==> config.mk <==
export PLATFORM = sky130hd
export DESIGN_NAME = restoring_divider
export DESIGN_NICKNAME = d
export VERILOG_FILES = /design/src/rtl/restoring_divider.sv
export SDC_FILE = /design/constraint.sdc
export NUM_CORES = 1
export LEC_CHECK = 0
export ABC_AREA = 1
export BUFFER_PORTS_ARGS = -buffer_cell sky130_fd_sc_hd__buf_2
export CAP_MARGIN = 40
export CORE_MARGIN = 4
export CORE_UTILIZATION = 40
export CTS_BUF_LIST = sky130_fd_sc_hd__clkbuf_8
export CTS_CLUSTER_DIAMETER = 30
export DETAILED_ROUTE_END_ITERATION = 8
export GPL_TIMING_DRIVEN = 0
export PLACE_DENSITY = 0.69
export SLEW_MARGIN = 20
export SYNTH_ARGS = -nofsm -noshare
export SYNTH_HDL_FRONTEND = slang
export SYNTH_SLANG_ARGS = --single-unit
==> constraint.sdc <==
create_clock -name clk -period 5.34 [get_ports clk]
set_input_delay 0.534 -clock clk [delete_from_list [all_inputs] [get_ports clk]]
set_output_delay 0.534 -clock clk [all_outputs]
set_load 0.05 [all_outputs]
==> src/rtl/restoring_divider.sv <==
module restoring_divider #(
  parameter int W = 32
) (
  input  logic         clk,
  input  logic         rst_n,
  input  logic         start,
  input  logic         signed_mode,
  input  logic [W-1:0] dividend,
  input  logic [W-1:0] divisor,
  output logic [W-1:0] quotient,
  output logic [W-1:0] remainder,
  output logic         done,
  output logic         div_zero
);
  localparam int CW = $clog2(W + 1);

  typedef enum logic [1:0] {S_IDLE, S_RUN, S_FIN} state_t;

  state_t         state;
  logic [2*W:0]   acc;
  logic [W-1:0]   dvs;
  logic [CW-1:0]  cnt;
  logic           neg_q, neg_r;

  wire          a_neg = signed_mode & dividend[W-1];
  wire          b_neg = signed_mode & divisor[W-1];
  wire [W-1:0]  a_mag = a_neg ? -dividend : dividend;
  wire [W-1:0]  b_mag = b_neg ? -divisor : divisor;

  wire [W:0]    hi_ext = acc[2*W:W];
  wire [W+1:0]  diff   = {1'b0, hi_ext} - {2'b00, dvs};
  wire          fits   = ~diff[W+1] & ~diff[W];
  wire [W-1:0]  keep   = fits ? diff[W-1:0] : acc[2*W-1:W];

  wire [W-1:0]  q_mag = acc[W-1:0];
  wire [W-1:0]  r_mag = acc[2*W:W+1];

  always_ff @(posedge clk) begin
    if (!rst_n) begin
      state     <= S_IDLE;
      acc       <= '0;
      dvs       <= '0;
      cnt       <= '0;
      neg_q     <= 1'b0;
      neg_r     <= 1'b0;
      quotient  <= '0;
      remainder <= '0;
      done      <= 1'b0;
      div_zero  <= 1'b0;
    end else begin
      done <= 1'b0;
      case (state)
        S_IDLE: if (start) begin
          if (divisor == '0) begin
            done     <= 1'b1;
            div_zero <= 1'b1;
          end else begin
            div_zero <= 1'b0;
            acc      <= {{W{1'b0}}, a_mag, 1'b0};
            dvs      <= b_mag;
            neg_q    <= a_neg ^ b_neg;
            neg_r    <= a_neg;
            cnt      <= '0;
            state    <= S_RUN;
          end
        end
        S_RUN: begin
          acc <= {keep, acc[W-1:0], fits};
          cnt <= cnt + 1'b1;
          if (cnt == CW'(W - 1)) state <= S_FIN;
        end
        default: begin
          quotient  <= neg_q ? -q_mag : q_mag;
          remainder <= neg_r ? -r_mag : r_mag;
          done      <= 1'b1;
          state     <= S_IDLE;
        end
      endcase
    end
  end
endmodule

---- Word level (Yosys, flattened, before mapping) ----
Index checks and enable logic that the tools add are counted.
storage, ports and cells
  input port bits ......................... 68
  output and inout bits ................... 66
  register bits ........................... 173
  logic and storage cells ................. 54
cells by class
  add/sub/neg operators ................... 6
  muxes and demuxes ....................... 18
  bitwise logic cells ..................... 7
  eq/ne operators ......................... 5
  reduce and logical (&&, ||, !) cells .... 8
operators with widths
  operator                                                                number
  32-bit two-way mux                                                      5
  65-bit two-way mux                                                      2
  65-bit case mux with 2 select lines                                     1
  32-bit negator                                                          4
  33-bit by 32-bit subtractor with 34-bit output                          1
  32-bit zero test                                                        1
  6-bit two-way mux                                                       2
  6-bit case mux with 2 select lines                                      1
  3-bit AND reduction                                                     3
  6-bit by 1-bit adder with 6-bit output (second input constant)          1
  6-bit by 5-bit equality test with 1-bit output (second input constant)  1
  2-bit two-way mux                                                       3
  2-bit != test (second input constant)                                   3
  2-bit case mux with 2 select lines                                      1
  1-bit AND                                                               3
  1-bit inverter                                                          3
  2-bit by 1-bit equality test with 1-bit output (second input constant)  1
  2-bit zero test                                                         1
  1-bit two-way mux                                                       2
  1-bit case mux with 2 select lines                                      1
  2-bit AND reduction                                                     1
  2-bit nonzero test                                                      1
  2-bit OR reduction                                                      1
  1-bit XOR                                                               1

---- Longest topological paths before layout ----
Gate-level depths: netlist of run 1.
  depth after elaboration ................. 5
  gate-level depth with buffers ........... 19
  mapped depth without buffers ............ 18

---- Worst setup path after synthesis of run 1 ----
Ideal clock, no wire load.
  kind .................................... reg2reg
  start ................................... reg acc[32]
  end ..................................... reg acc[35]
  period minus slack after synthesis ...... 2,278 ps
  slack ................................... 3,062 ps
  required time ........................... 5,201 ps
  data arrival time ....................... 2,139 ps
  buffers on the path ..................... 1
  cell stages (with the launch flop) ...... 18
  setup time .............................. 139 ps
  path through ............................ dfxtp_1 inv_1 ha_1 inv_1 fa_1 nand2_1 nand2_1 nand3_1 nand2_2 nand2_2 nand2_2 nand2_2 nand2_1 nand2_2 clkbuf_1 nand4_1 nand3_2 a21oi_2
on the way
  word-level cells in the longest chain between the ends .. 5
  elaborated cells on any way between the ends .. 6
  those cells by class .................... add/sub: 1; mux: 2; bitwise: 3
RTL lines
  item                                                RTL line  RTL
  from (decl)                                         20        logic [2*W:0] acc;
  from (signal assigned)                              59        acc <= {{W{1'b0}}, a_mag, 1'b0};
  from (signal assigned)                              68        acc <= {keep, acc[W-1:0], fits};
  33-bit by 32-bit subtractor with 34-bit output (*)  31        wire [W+1:0] diff = {1'b0, hi_ext} - {2'b00, dvs};
  1-bit inverter                                      32        wire fits = ~diff[W+1] & ~diff[W];
  1-bit AND                                           32
  32-bit two-way mux (*)                              33        wire [W-1:0] keep = fits ? diff[W-1:0] : acc[2*W-1:W];
  65-bit case mux with 2 select lines (*)             52        case (state)
Every way passes the cells marked *; elsewhere a longest branch is shown, timed or not.
A chain may end at the register's enable or synchronous reset.

---- Worst setup path after layout of run 1 ----
  start ................................... reg acc[32]
  end ..................................... reg acc[44]
The elaborated chain is that of the path after synthesis.

==> metrics, run 1 <==
I/O Buffers=133; Worst-path clk slew=0.11 ns; Worst Setup End Kind=register; share of layout cells above drive strength 1=12.1%; Post-Syn Instances=2044; HPWL Detailed=36400 um; drc violations=0; Mapped Avg Cell Area=6.12 sq um; routed length per instance=17.2 um; Pins Over Slew Limit=0; synth unique cells=48; Core Footprint=30700 sq um; Fill cells=3337; vias per inst=5.34; antenna violations before repair=0; # setup viols final=0; Synthesized Nets=2150; Total GRT Usage=25.5%; leak pwr=7.07 nW; peak supply drop=202 uV; clk root buf=clkbuf_8; vias post-DR=13900; Worst slew margin=42.9%; min cycle time layout=2.86 ns; Most used DFF post-synth=dfxtp_1; sequential share of the synthesized area=27.7%; synthesis-to-finish area growth=12.6%; dpl cell area=13700 sq um; first-pass GRT wire length=68700 um; Tot Pwr=0.00319 W; Die ar.=34200 sq um; Die Ht=185 um; crit path DAT=3.19 ns; DR iter-0 viols=1479; Buf/Inv on CP=3; outcome=finished clean; Final Cell Area=14100 sq um; H-tree depth=4; Post-synth EDFFs=0; first drt pass iteration count=6; Clock Path Buffers=2; vias in the first global route=12600; routability-driven placement congestion ratio=0.974; Multi-input gate area=7550 sq um; Crit path largest cell delay=0.40 ns; Synthesis Warnings=0; CP most frequent cell=nand2_2; total CTS buffers=17; Hold Fails Final Rpt=0; setup TNS=0 ns; Req. time, crit path=5.67 ns; # diodes=0; Post-synth ARST share=0%; Layout Skew=0.0222 ns; CTS Sinks=173; Worst-Margin Slew=0.857 ns; Worst Hold Class=in -> reg; Post-DRT Antenna Nets=0; TritonCTS clock tree=done; Critical Path, Cell by Cell=inv_1 -> ha_1 -> inv_1 -> fa_1 -> nand2_1 -> nand2_1 -> nand3_1 -> nand2_2 -> nand2_2 -> nand2_2 -> nand2_2 -> nand2_1 -> nand2_2 -> clkbuf_1 -> nand4_1 -> nand3_2 -> a21oi_2; crit path kind=reg -> reg; RSZ-0062 raised after global routing=false; #FFs+latches synth=173; CTS Hold Bufs=0; Max Clk Rate=0.350 GHz; global route total overflow=0; Routed Wire Length=44700 um; PD cells=227 nW/um^2; largest net degree at the start of global routing=19; Initial Util=40.7%; Setup crit start kind=register; Rows=64; IO Pins=134; Worst path top cell family by delay=simple AND/OR/NAND/NOR gates; fin crit share=53.5%; Slowest cell on crit path=fa_1; Max-cap violations=0; Mapped Area=12500 sq um; crit path max fanout=10; cts repair resizes=0; post-CTS setup buffers=0; Die Span X=185 um; register area=3460 sq um; nets=2302; worst-skew pair later-pin latency=0.48 ns
state kept, by name, indices dropped and copies added (netlist names):
signal     count
div_zero       1
state          2
neg_r          1
remainder     32
done           1
dvs           32
neg_q          1
acc           65
quotient      32
cnt            6
layout by cell type, fill, tap and decap left out, drive strengths merged, types with 9 or more instances in the layout:
| master | count |
|---|---|
| ha | 37 |
| nor2 | 250 |
| clkinv | 9 |
| o211ai | 22 |
| o22ai | 17 |
| dfxtp | 173 |
| xor2 | 38 |
| xnor2 | 26 |
| or2 | 11 |
| o221ai | 23 |
| nand4 | 33 |
| nand3 | 139 |
| nand3b | 20 |
| buf | 163 |
| o21ai | 121 |
| a21oi | 119 |
| nand2 | 561 |
| inv | 312 |
| a31oi | 13 |
| nor3 | 20 |
| clkbuf | 62 |
| nor4 | 9 |
Yosys cell counts, types with 3 or more instances:
cell type / number / area share [%]
nand2_1: 542 / 16
inv_1: 293 / 8.8
nor2_1: 236 / 7.1
dfxtp_1: 173 / 28
nand3_1: 129 / 5.2
a21oi_1: 110 / 4.4
o21ai_0: 110 / 4.4
clkbuf_1: 44 / 1.3
xor2_1: 38 / 2.7
ha_1: 37 / 3.7
nand4_1: 33 / 1.7
xnor2_1: 26 / 1.8
o221ai_1: 23 / 1.6
o211ai_1: 22 / 1.3
nand3b_1: 20 / 1.2
nand2_2: 18 / 0.90
nor3_1: 17 / 0.68
o22ai_1: 17 / 0.85
buf_2: 15 / 0.60
a31oi_1: 13 / 0.65
inv_2: 12 / 0.36
nor2_2: 11 / 0.55
o21ai_1: 11 / 0.44
nand3_2: 10 / 0.80
or2_2: 10 / 0.50
a21oi_2: 9 / 0.63
nor4_1: 9 / 0.45
buf_1: 8 / 0.24
a211oi_1: 5 / 0.30
o31ai_1: 5 / 0.30
buf_6: 4 / 0.36
o21bai_1: 4 / 0.24
a21o_1: 3 / 0.18
buf_4: 3 / 0.18
clkinv_1: 3 / 0.090
nor2_4: 3 / 0.27
nor3_2: 3 / 0.24
area by class of cell:
cell class / instances / area share, %
Buffer: 74 / 2.40
Tap cell: 396 / 3.52
Sequential cell: 173 / 24.6
Inverter: 308 / 8.21
Clock inverter: 14 / 1.20
Clock buffer: 18 / 1.76
Timing Repair Buffer: 133 / 4.73
Multi-Input combinational cell: 1489 / 53.6
worst reg2reg max path, delay by kind of cell (launching register included):
family / cells / cell delay (ns)
and+or+nand+nor: 11 / 1.23
AOI/OAI and AO/OA: 1 / 0.05
buffers and inverters: 3 / 0.56
DFF: 1 / 0.33
adders and majority gates: 2 / 0.54
cell families (layout without fill, tap and decap cells):
kind of cell	after synthesis	after routing	synth area share [%]
buf+inv	382	547	11.9
compound gates	342	342	16.0
xor+xnor	64	64	4.48
simple gates	1045	1045	36.0
fa+ha+maj	38	38	3.86
flops	173	173	27.7
metrics by stage:
stage          hold slack (ns)  setup slack [ns]  cells  utilization, %
2_1_floorplan            0.432              3.06   2044               -
3_3_place_gp             0.459              2.52   2573            44.5
3_5_place_dp             0.459              2.49   2573            44.5
4_1_cts                  0.315              2.54   2605            45.8
5_1_grt                  0.337              2.30   2605            45.8
6_report                 0.337              2.48   2605            45.8
final timing paths:
| path | from | to | slack [ns] | cells after the start |
|---|---|---|---|---|
| min reg2reg | dvs[4]$_SDFFE_PN0P_ | dvs[4]$_SDFFE_PN0P_ | 0.50 | 2 |
| max reg2reg | acc[32]$_SDFFE_PN0P_ | acc[44]$_SDFFE_PN0P_ | 2.48 | 17 |
| min | dividend[28] | acc[29]$_SDFFE_PN0P_ | 0.34 | 4 |
| max | acc[32]$_SDFFE_PN0P_ | acc[44]$_SDFFE_PN0P_ | 2.48 | 17 |
where the power goes:
group	total (W)	internal, W	switching, W
registers	0.00139	0.00134	0.0000518
logic	0.000820	0.000252	0.000567
clock network	0.000981	0.000409	0.000572
total	0.00319	0.00200	0.00119
routing by layer:
| layer | up-vias | share of wire [%] | routed length (um) | global-route usage, % |
|---|---|---|---|---|
| li1 | 6903 | - | - | - |
| met1 | 6384 | 46 | 20400 | 36.0 |
| met2 | 557 | 44 | 19600 | 40.4 |
| met3 | 77 | 7.6 | 3390 | 3.91 |
| met4 | 0 | 2.8 | 1240 | 7.31 |
| met5 | - | 0 | 0 | 0 |
Power figures use the tool's default switching activity.
==> run 2, diff against run 1 <==
Clock period 5.34 ns to 2.75 ns, I/O delays scaled along.
==> run 2 against run 1 <==
  * Critical path depth is 1 lower
  * Fmax is 8.7% higher
  * Setup slack worse by 2.4 ns
  * Cell count is 0.19% higher
  * Non-clock buffer count is 5 higher
  * Sequential power is 94% higher
  * Worst hold slack worse by 0.26 ns
  * Largest power group unchanged
  * Highest routed layer unchanged
==> metrics, run 2 (synthesis gave the netlist of run 1 again) <==
Routed Wire Length=45100 um (was 44700 um); HPWL Detailed=36400 um (unchanged); Hold Fails Final Rpt=0 (unchanged); Worst Setup End Kind=register (unchanged); Worst Hold Depth=4 (unchanged); TritonCTS clock tree=done (unchanged); clk root buf=clkbuf_8 (unchanged); crit path kind=reg -> reg (unchanged); P_sw=0.00233 W (was 0.00119 W); R2R depth=16 (was 17); Die Ht=185 um (unchanged); clock share of power=30.6% (was 30.7%); RR Endpoint=acc[60]$_SDFFE_PN0P_ (was acc[44]$_SDFFE_PN0P_); Layout Skew=0.0210 ns (was 0.0222 ns); H-tree depth=4 (unchanged); crit path DAT=2.95 ns (was 3.19 ns); antenna violations before repair=0 (unchanged); Critical Path, Cell by Cell=ha_1 -> nand2_1 -> inv_1 -> a21oi_1 -> nand2_4 -> nand2_4 -> nand2_2 -> nand2_2 -> nand2_1 -> nand2_2 -> nand2_2 -> nor2_4 -> buf_4 -> nand2_1 -> nand3_1 -> a21oi_1 (was inv_1 -> ha_1 -> inv_1 -> fa_1 -> nand2_1 -> nand2_1 -> nand3_1 -> nand2_2 -> nand2_2 -> nand2_2 -> nand2_2 -> nand2_1 -> nand2_2 -> clkbuf_1 -> nand4_1 -> nand3_2 -> a21oi_2); Worst slew margin=43.4% (was 42.9%); Max-cap violations=0 (unchanged); Tot Pwr=0.00623 W (was 0.00319 W); IO Pins=134 (unchanged); Core Footprint=30700 sq um (unchanged); PD cells=440 nW/um^2 (was 227 nW/um^2); peak supply drop=389 uV (was 202 uV); routed length per instance=17.3 um (was 17.2 um); largest net degree at the start of global routing=19 (unchanged); Setup crit start kind=register (unchanged); worst-skew pair later-pin latency=0.48 ns (about the same); crit path max fanout=5 (was 10); synthesis-to-finish area growth=13.3% (was 12.6%); Worst R2R Setup Slack=0.12 ns (was 2.48 ns); RR Startpoint=acc[39]$_SDFFE_PN0P_ (was acc[32]$_SDFFE_PN0P_); vias post-DR=14000 (was 13900); Seq pwr share=43.4% (was 43.6%); Worst-path clk slew=0.11 ns (about the same); Worst Hold Class=in -> reg (unchanged); Post-DRT Antenna Nets=0 (unchanged); outcome=finished clean (unchanged); routability-driven placement congestion ratio=0.974 (unchanged); first drt pass iteration count=6 (unchanged); # diodes=0 (unchanged); Worst Hold End=acc[29]$_SDFFE_PN0P_ (unchanged); most common cell after layout, fill and taps aside=nand2_1 (unchanged); nets=2307 (was 2302); Pins Over Slew Limit=0 (unchanged); min cycle time layout=2.63 ns (was 2.86 ns); dpl cell area=13700 sq um (unchanged); Crit path largest cell delay=0.48 ns (was 0.40 ns); Rows=64 (unchanged); vias per inst=5.35 (was 5.34); share of layout cells above drive strength 1=13.1% (was 12.1%); drc violations=0 (unchanged); Worst-Margin Slew=0.849 ns (was 0.857 ns); internal power=0.00391 W (was 0.00200 W); Sw Share=37.3% (about the same); first-pass GRT wire length=68700 um (unchanged); CTS Sinks=173 (unchanged); Final Cell Area=14200 sq um (was 14100 sq um); Clock Path Buffers=2 (unchanged); Die ar.=34200 sq um (unchanged); total CTS buffers=17 (unchanged); Die Span X=185 um (unchanged); CP most frequent cell=nand2_2 (unchanged); vias in the first global route=12600 (unchanged); Max Clk Rate=0.380 GHz (was 0.350 GHz); max reg flops=65 (unchanged); Hold Path Origin=dividend[28] (unchanged); commonest cells after routing, fill and taps aside=nand2_1 (539), inv_1 (292), nor2_1 (236) (was nand2_1 (542), inv_1 (293), nor2_1 (236)); fin crit share=95.6% (was 53.5%); leak pwr=7.12 nW (was 7.07 nW); # setup viols final=0 (unchanged); global route total overflow=0 (unchanged); Total GRT Usage=25.5% (unchanged); Slowest cell on crit path=dfxtp_1 (was fa_1); register name with the most flops=acc (unchanged); CTS Hold Bufs=0 (unchanged); share of total power in combinational logic=26.0% (was 25.7%); Initial Util=40.7% (unchanged); Req. time, crit path=3.07 ns (was 5.67 ns); DR iter-0 viols=1309 (was 1479); I/O Buffers=133 (unchanged)
[run 2: area by class of cell]
cell class                 instances  area (sq um)
fill                            3331         16600
multi-input combinational       1489          7590
sequential                       173          3470
inverter                         308          1160
timing repair buffer             139           711
tap                              396           495
buffer                            73           337
clock buffer                      18           248
clock inverter                    14           169
[run 2: power groups by stage]
stage / registers (W) / logic (W) / clock network [W]
floorplan: 0.00273 / 0.00108 / 0
global placement: 0.00276 / 0.00154 / 0
detailed placement: 0.00276 / 0.00156 / 0
CTS: 0.00270 / 0.00156 / 0.00192
global route: 0.00272 / 0.00179 / 0.00202
finish: 0.00270 / 0.00162 / 0.00190
[run 2: how the worst max path moves through the flow]
stage	slack (ns)	from	end
floorplan	0.47	acc[32]$_SDFFE_PN0P_	acc[35]$_SDFFE_PN0P_
global placement	0.07	acc[32]$_SDFFE_PN0P_	acc[48]$_SDFFE_PN0P_
detailed placement	-0.009	acc[32]$_SDFFE_PN0P_	acc[44]$_SDFFE_PN0P_
CTS	0.02	acc[32]$_SDFFE_PN0P_	acc[39]$_SDFFE_PN0P_
global route	-0.02	acc[32]$_SDFFE_PN0P_	acc[39]$_SDFFE_PN0P_
finish	0.12	acc[39]$_SDFFE_PN0P_	acc[60]$_SDFFE_PN0P_
[run 2: what timing repair did]
item / CTS / global route
endpoints found under the setup margin: 7 / 33
hold endpoints to repair: 0 / 0
gates resized for setup: 1 / 24
buffers inserted: 0 / 5
pin swaps: 0 / 4
gates cloned: 0 / 1
[run 2: worst max-delay path, delay by kind of cell, from the launching register on]
| family | cells | cell delay (ns) |
|---|---|---|
| adder cells (fa/ha/maj) | 1 | 0.33 |
| AND/OR/NAND/NOR | 11 | 1.10 |
| flip-flops | 1 | 0.48 |
| buffers and inverters | 2 | 0.24 |
| AO/OA/AOI/OAI | 2 | 0.32 |
[run 2: routing by layer]
metal | routed length, um | vias to the layer above | global-route usage, %
li1 | - | 6907 | -
met1 | 20100 | 6399 | 36.0
met2 | 19800 | 583 | 40.4
met3 | 3890 | 72 | 3.91
met4 | 1190 | 0 | 7.31
met5 | 0 | - | 0
[run 2: per-stage QoR]
step,utilization [%],setup slack (ns),TNS [ns],hold WS [ns],cells
after floorplan,-,0.472,0,0.418,2044
after global placement,44.5,0.0671,0,0.459,2573
after detailed placement,44.5,-0.00913,-0.0171,0.459,2573
after CTS,45.8,0.0178,0,0.0562,2605
after global routing,46.1,-0.0187,-0.0286,0.0783,2610
final,46.1,0.122,0,0.0821,2610
==> run 3, diff against run 2 <==
Settings changed: PLACE_DENSITY 0.69 to 0.61.
==> run 3 against run 2 <==
  * Final area grew 0.41%
  * Cell count grew 0.11%
  * Worst hold slack lost 0.021 ns
  * Sequential share of layout area shrank 0.084 points
  * Critical path depth shrank 1
  * Core utilization grew 0.19 points
  * Fmax grew 0.82%
  * Routed wire length grew 1.2%
==> metrics, run 3 (synthesis gave the netlist of run 1 again) <==
first drt pass iteration count=5 (was 6); most common cell after layout, fill and taps aside=nand2_1 (unchanged); register area=3470 sq um (about the same); TritonCTS clock tree=done (unchanged); RR Endpoint=acc[54]$_SDFFE_PN0P_ (was acc[60]$_SDFFE_PN0P_); # diodes=0 (unchanged); RR Startpoint=dvs[21]$_SDFFE_PN0P_ (was acc[39]$_SDFFE_PN0P_); drc violations=0 (unchanged); Inst Count DP=2574 (was 2573); non-filler cells in the finished layout=2613 (was 2610); vias in the first global route=12600 (about the same); Hold Fails Final Rpt=0 (unchanged); outcome=finished clean (unchanged); total CTS buffers=17 (unchanged); vias post-DR=13800 (was 14000); internal power=0.00388 W (was 0.00391 W); Hold Path Origin=dividend[28] (unchanged); worst-skew pair later-pin latency=0.51 ns (was 0.48 ns); largest net degree at the start of global routing=19 (unchanged); H-tree depth=4 (unchanged); Buf/Inv on CP=2 (unchanged); crit path kind=reg -> reg (unchanged); leak pwr=7.15 nW (was 7.12 nW); IO Pins=134 (unchanged); Rows=64 (unchanged); clk root buf=clkbuf_8 (unchanged); R2R depth=15 (was 16); clock share of power=30.4% (was 30.6%); antenna violations before repair=0 (unchanged); routed length per instance=17.4 um (was 17.3 um); setup TNS=0 ns (unchanged); DR iter-0 viols=1144 (was 1309); commonest cells after routing, fill and taps aside=nand2_1 (539), inv_1 (292), nor2_1 (234) (was nand2_1 (539), inv_1 (292), nor2_1 (236)); Pins Over Slew Limit=0 (unchanged); Clock Path Buffers=2 (unchanged); Worst R2R Setup Slack=0.14 ns (was 0.12 ns); Worst Hold Class=in -> reg (unchanged); Slowest cell on crit path=ha_1 (was dfxtp_1); I/O Buffers=133 (unchanged); Worst Hold End=acc[29]$_SDFFE_PN0P_ (unchanged); Multi-input gate area=7610 sq um (was 7590 sq um); Core Footprint=30700 sq um (unchanged); Worst Hold Depth=4 (unchanged); Total GRT Usage=25.9% (was 25.5%); crit path max fanout=10 (was 5); Worst path top cell family by delay=simple AND/OR/NAND/NOR gates (unchanged); global route total overflow=0 (unchanged); vias per inst=5.27 (was 5.35); nets=2310 (was 2307); share of layout cells above drive strength 1=13.4% (was 13.1%); Worst-Margin Slew=0.781 ns (was 0.849 ns); # setup viols final=0 (unchanged); fin crit share=94.8% (was 95.6%); Crit path largest cell delay=0.40 ns (was 0.48 ns); synthesis-to-finish area growth=13.8% (was 13.3%); HPWL Detailed=36800 um (was 36400 um); crit path DAT=2.98 ns (was 2.95 ns); max reg flops=65 (unchanged); peak supply drop=260 uV (was 389 uV); min cycle time layout=2.61 ns (was 2.63 ns); Fill cells=3363 (was 3331); Seq pwr share=43.4% (about the same); share of total power in combinational logic=26.2% (was 26.0%); P_sw=0.00236 W (was 0.00233 W); CP most frequent cell=nand2_1 (was nand2_2); routability-driven placement congestion ratio=0.951 (was 0.974); Setup crit start kind=register (unchanged); Die ar.=34200 sq um (unchanged); final core occ=46.3% (was 46.1%); Worst slew margin=47.9% (was 43.4%); Worst-path clk slew=0.11 ns (about the same); Max Clk Rate=0.384 GHz (was 0.380 GHz); Die Ht=185 um (unchanged); CTS Sinks=173 (unchanged); Req. time, crit path=3.12 ns (was 3.07 ns); Worst Setup End Kind=register (unchanged); register name with the most flops=acc (unchanged); PD cells=438 nW/um^2 (was 440 nW/um^2); Sw Share=37.9% (was 37.3%); Critical Path, Cell by Cell=inv_1 -> ha_1 -> nand2_1 -> nand2_1 -> a21oi_1 -> nand2_1 -> a21oi_2 -> nand2_1 -> nand2_2 -> nand2_2 -> nor2_4 -> buf_6 -> nand2_1 -> nand3_1 -> a21oi_1 (was ha_1 -> nand2_1 -> inv_1 -> a21oi_1 -> nand2_4 -> nand2_4 -> nand2_2 -> nand2_2 -> nand2_1 -> nand2_2 -> nand2_2 -> nor2_4 -> buf_4 -> nand2_1 -> nand3_1 -> a21oi_1); Initial Util=40.7% (unchanged); Layout Skew=0.0236 ns (was 0.0210 ns); Max-cap violations=0 (unchanged); Post-DRT Antenna Nets=0 (unchanged); first-pass GRT wire length=69400 um (was 68700 um); Die Span X=185 um (unchanged); Routed Wire Length=45600 um (was 45100 um)
-- run 3: changes by cell type in the layout (fill, tap and decap cells not counted), sizes merged --
| cell | delta |
|---|---|
| inv | +2 |
| buf | +2 |
| clkinv | -1 |
-- run 3: repair_timing --
action	4_1_cts	5_1_grt
hold buffers	0	0
endpoints found under the setup margin	0	32
gates resized for setup	0	36
setup buffers	0	6
-- run 3: power groups by stage --
stage          clock network (W)  logic (W)  registers, W
2_1_floorplan                  0    0.00108       0.00273
3_3_place_gp                   0    0.00156       0.00276
3_5_place_dp                   0    0.00157       0.00276
4_1_cts                  0.00191    0.00158       0.00270
5_1_grt                  0.00200    0.00181       0.00272
6_report                 0.00190    0.00164       0.00271
-- run 3: worst max path at each step --
stage | start | endpoint | slack, ns | depth (start not counted)
2_1_floorplan | acc[32]$_SDFFE_PN0P_ | acc[35]$_SDFFE_PN0P_ | 0.47 | 17
3_3_place_gp | acc[32]$_SDFFE_PN0P_ | acc[48]$_SDFFE_PN0P_ | 0.06 | 17
3_5_place_dp | acc[32]$_SDFFE_PN0P_ | acc[35]$_SDFFE_PN0P_ | 0.05 | 17
4_1_cts | acc[32]$_SDFFE_PN0P_ | acc[35]$_SDFFE_PN0P_ | 0.02 | 17
5_1_grt | acc[47]$_SDFFE_PN0P_ | acc[45]$_SDFFE_PN0P_ | -0.03 | 17
6_report | dvs[21]$_SDFFE_PN0P_ | acc[54]$_SDFFE_PN0P_ | 0.14 | 15
-- run 3: stage by stage --
| step | cell area [sq um] | setup WS [ns] | total power, W | hold WS (ns) |
|---|---|---|---|---|
| finish | 14200 | 0.143 | 0.00624 | 0.0613 |
| global route | 14200 | -0.0339 | 0.00654 | 0.0689 |
| CTS | 14100 | 0.0209 | 0.00619 | 0.0436 |
| detailed placement | 13700 | 0.0484 | 0.00433 | 0.465 |
| global placement | 13700 | 0.0618 | 0.00432 | 0.459 |
| floorplan | 12500 | 0.472 | 0.00380 | 0.418 |
-- run 3: worst min-delay path, delay by kind of cell --
kind | cells | cell delay, ns
and+or+nand+nor | 3 | 0.15
buffers and inverters | 1 | 0.10
-- run 3: per-layer routing --
metal	wire (um)	global-route usage, %	part of all wire (%)	vias to the layer above
met1	21700	37.1	48	6323
met2	19900	40.9	44	476
met4	990	6.75	2.2	0
met5	0	0	0	-
li1	-	-	-	6914
met3	2960	3.97	6.5	59
-- run 3: final cells by class --
| cell class | count | area share [%] |
|---|---|---|
| multi-input cells | 1489 | 53.5 |
| repair buffers | 141 | 5.27 |
| well taps | 396 | 3.48 |
| clock buffers | 17 | 1.64 |
| inverters | 308 | 8.12 |
| clock inverters | 15 | 1.18 |
| plain buffers | 74 | 2.44 |
| flip-flops and latches | 173 | 24.4 |
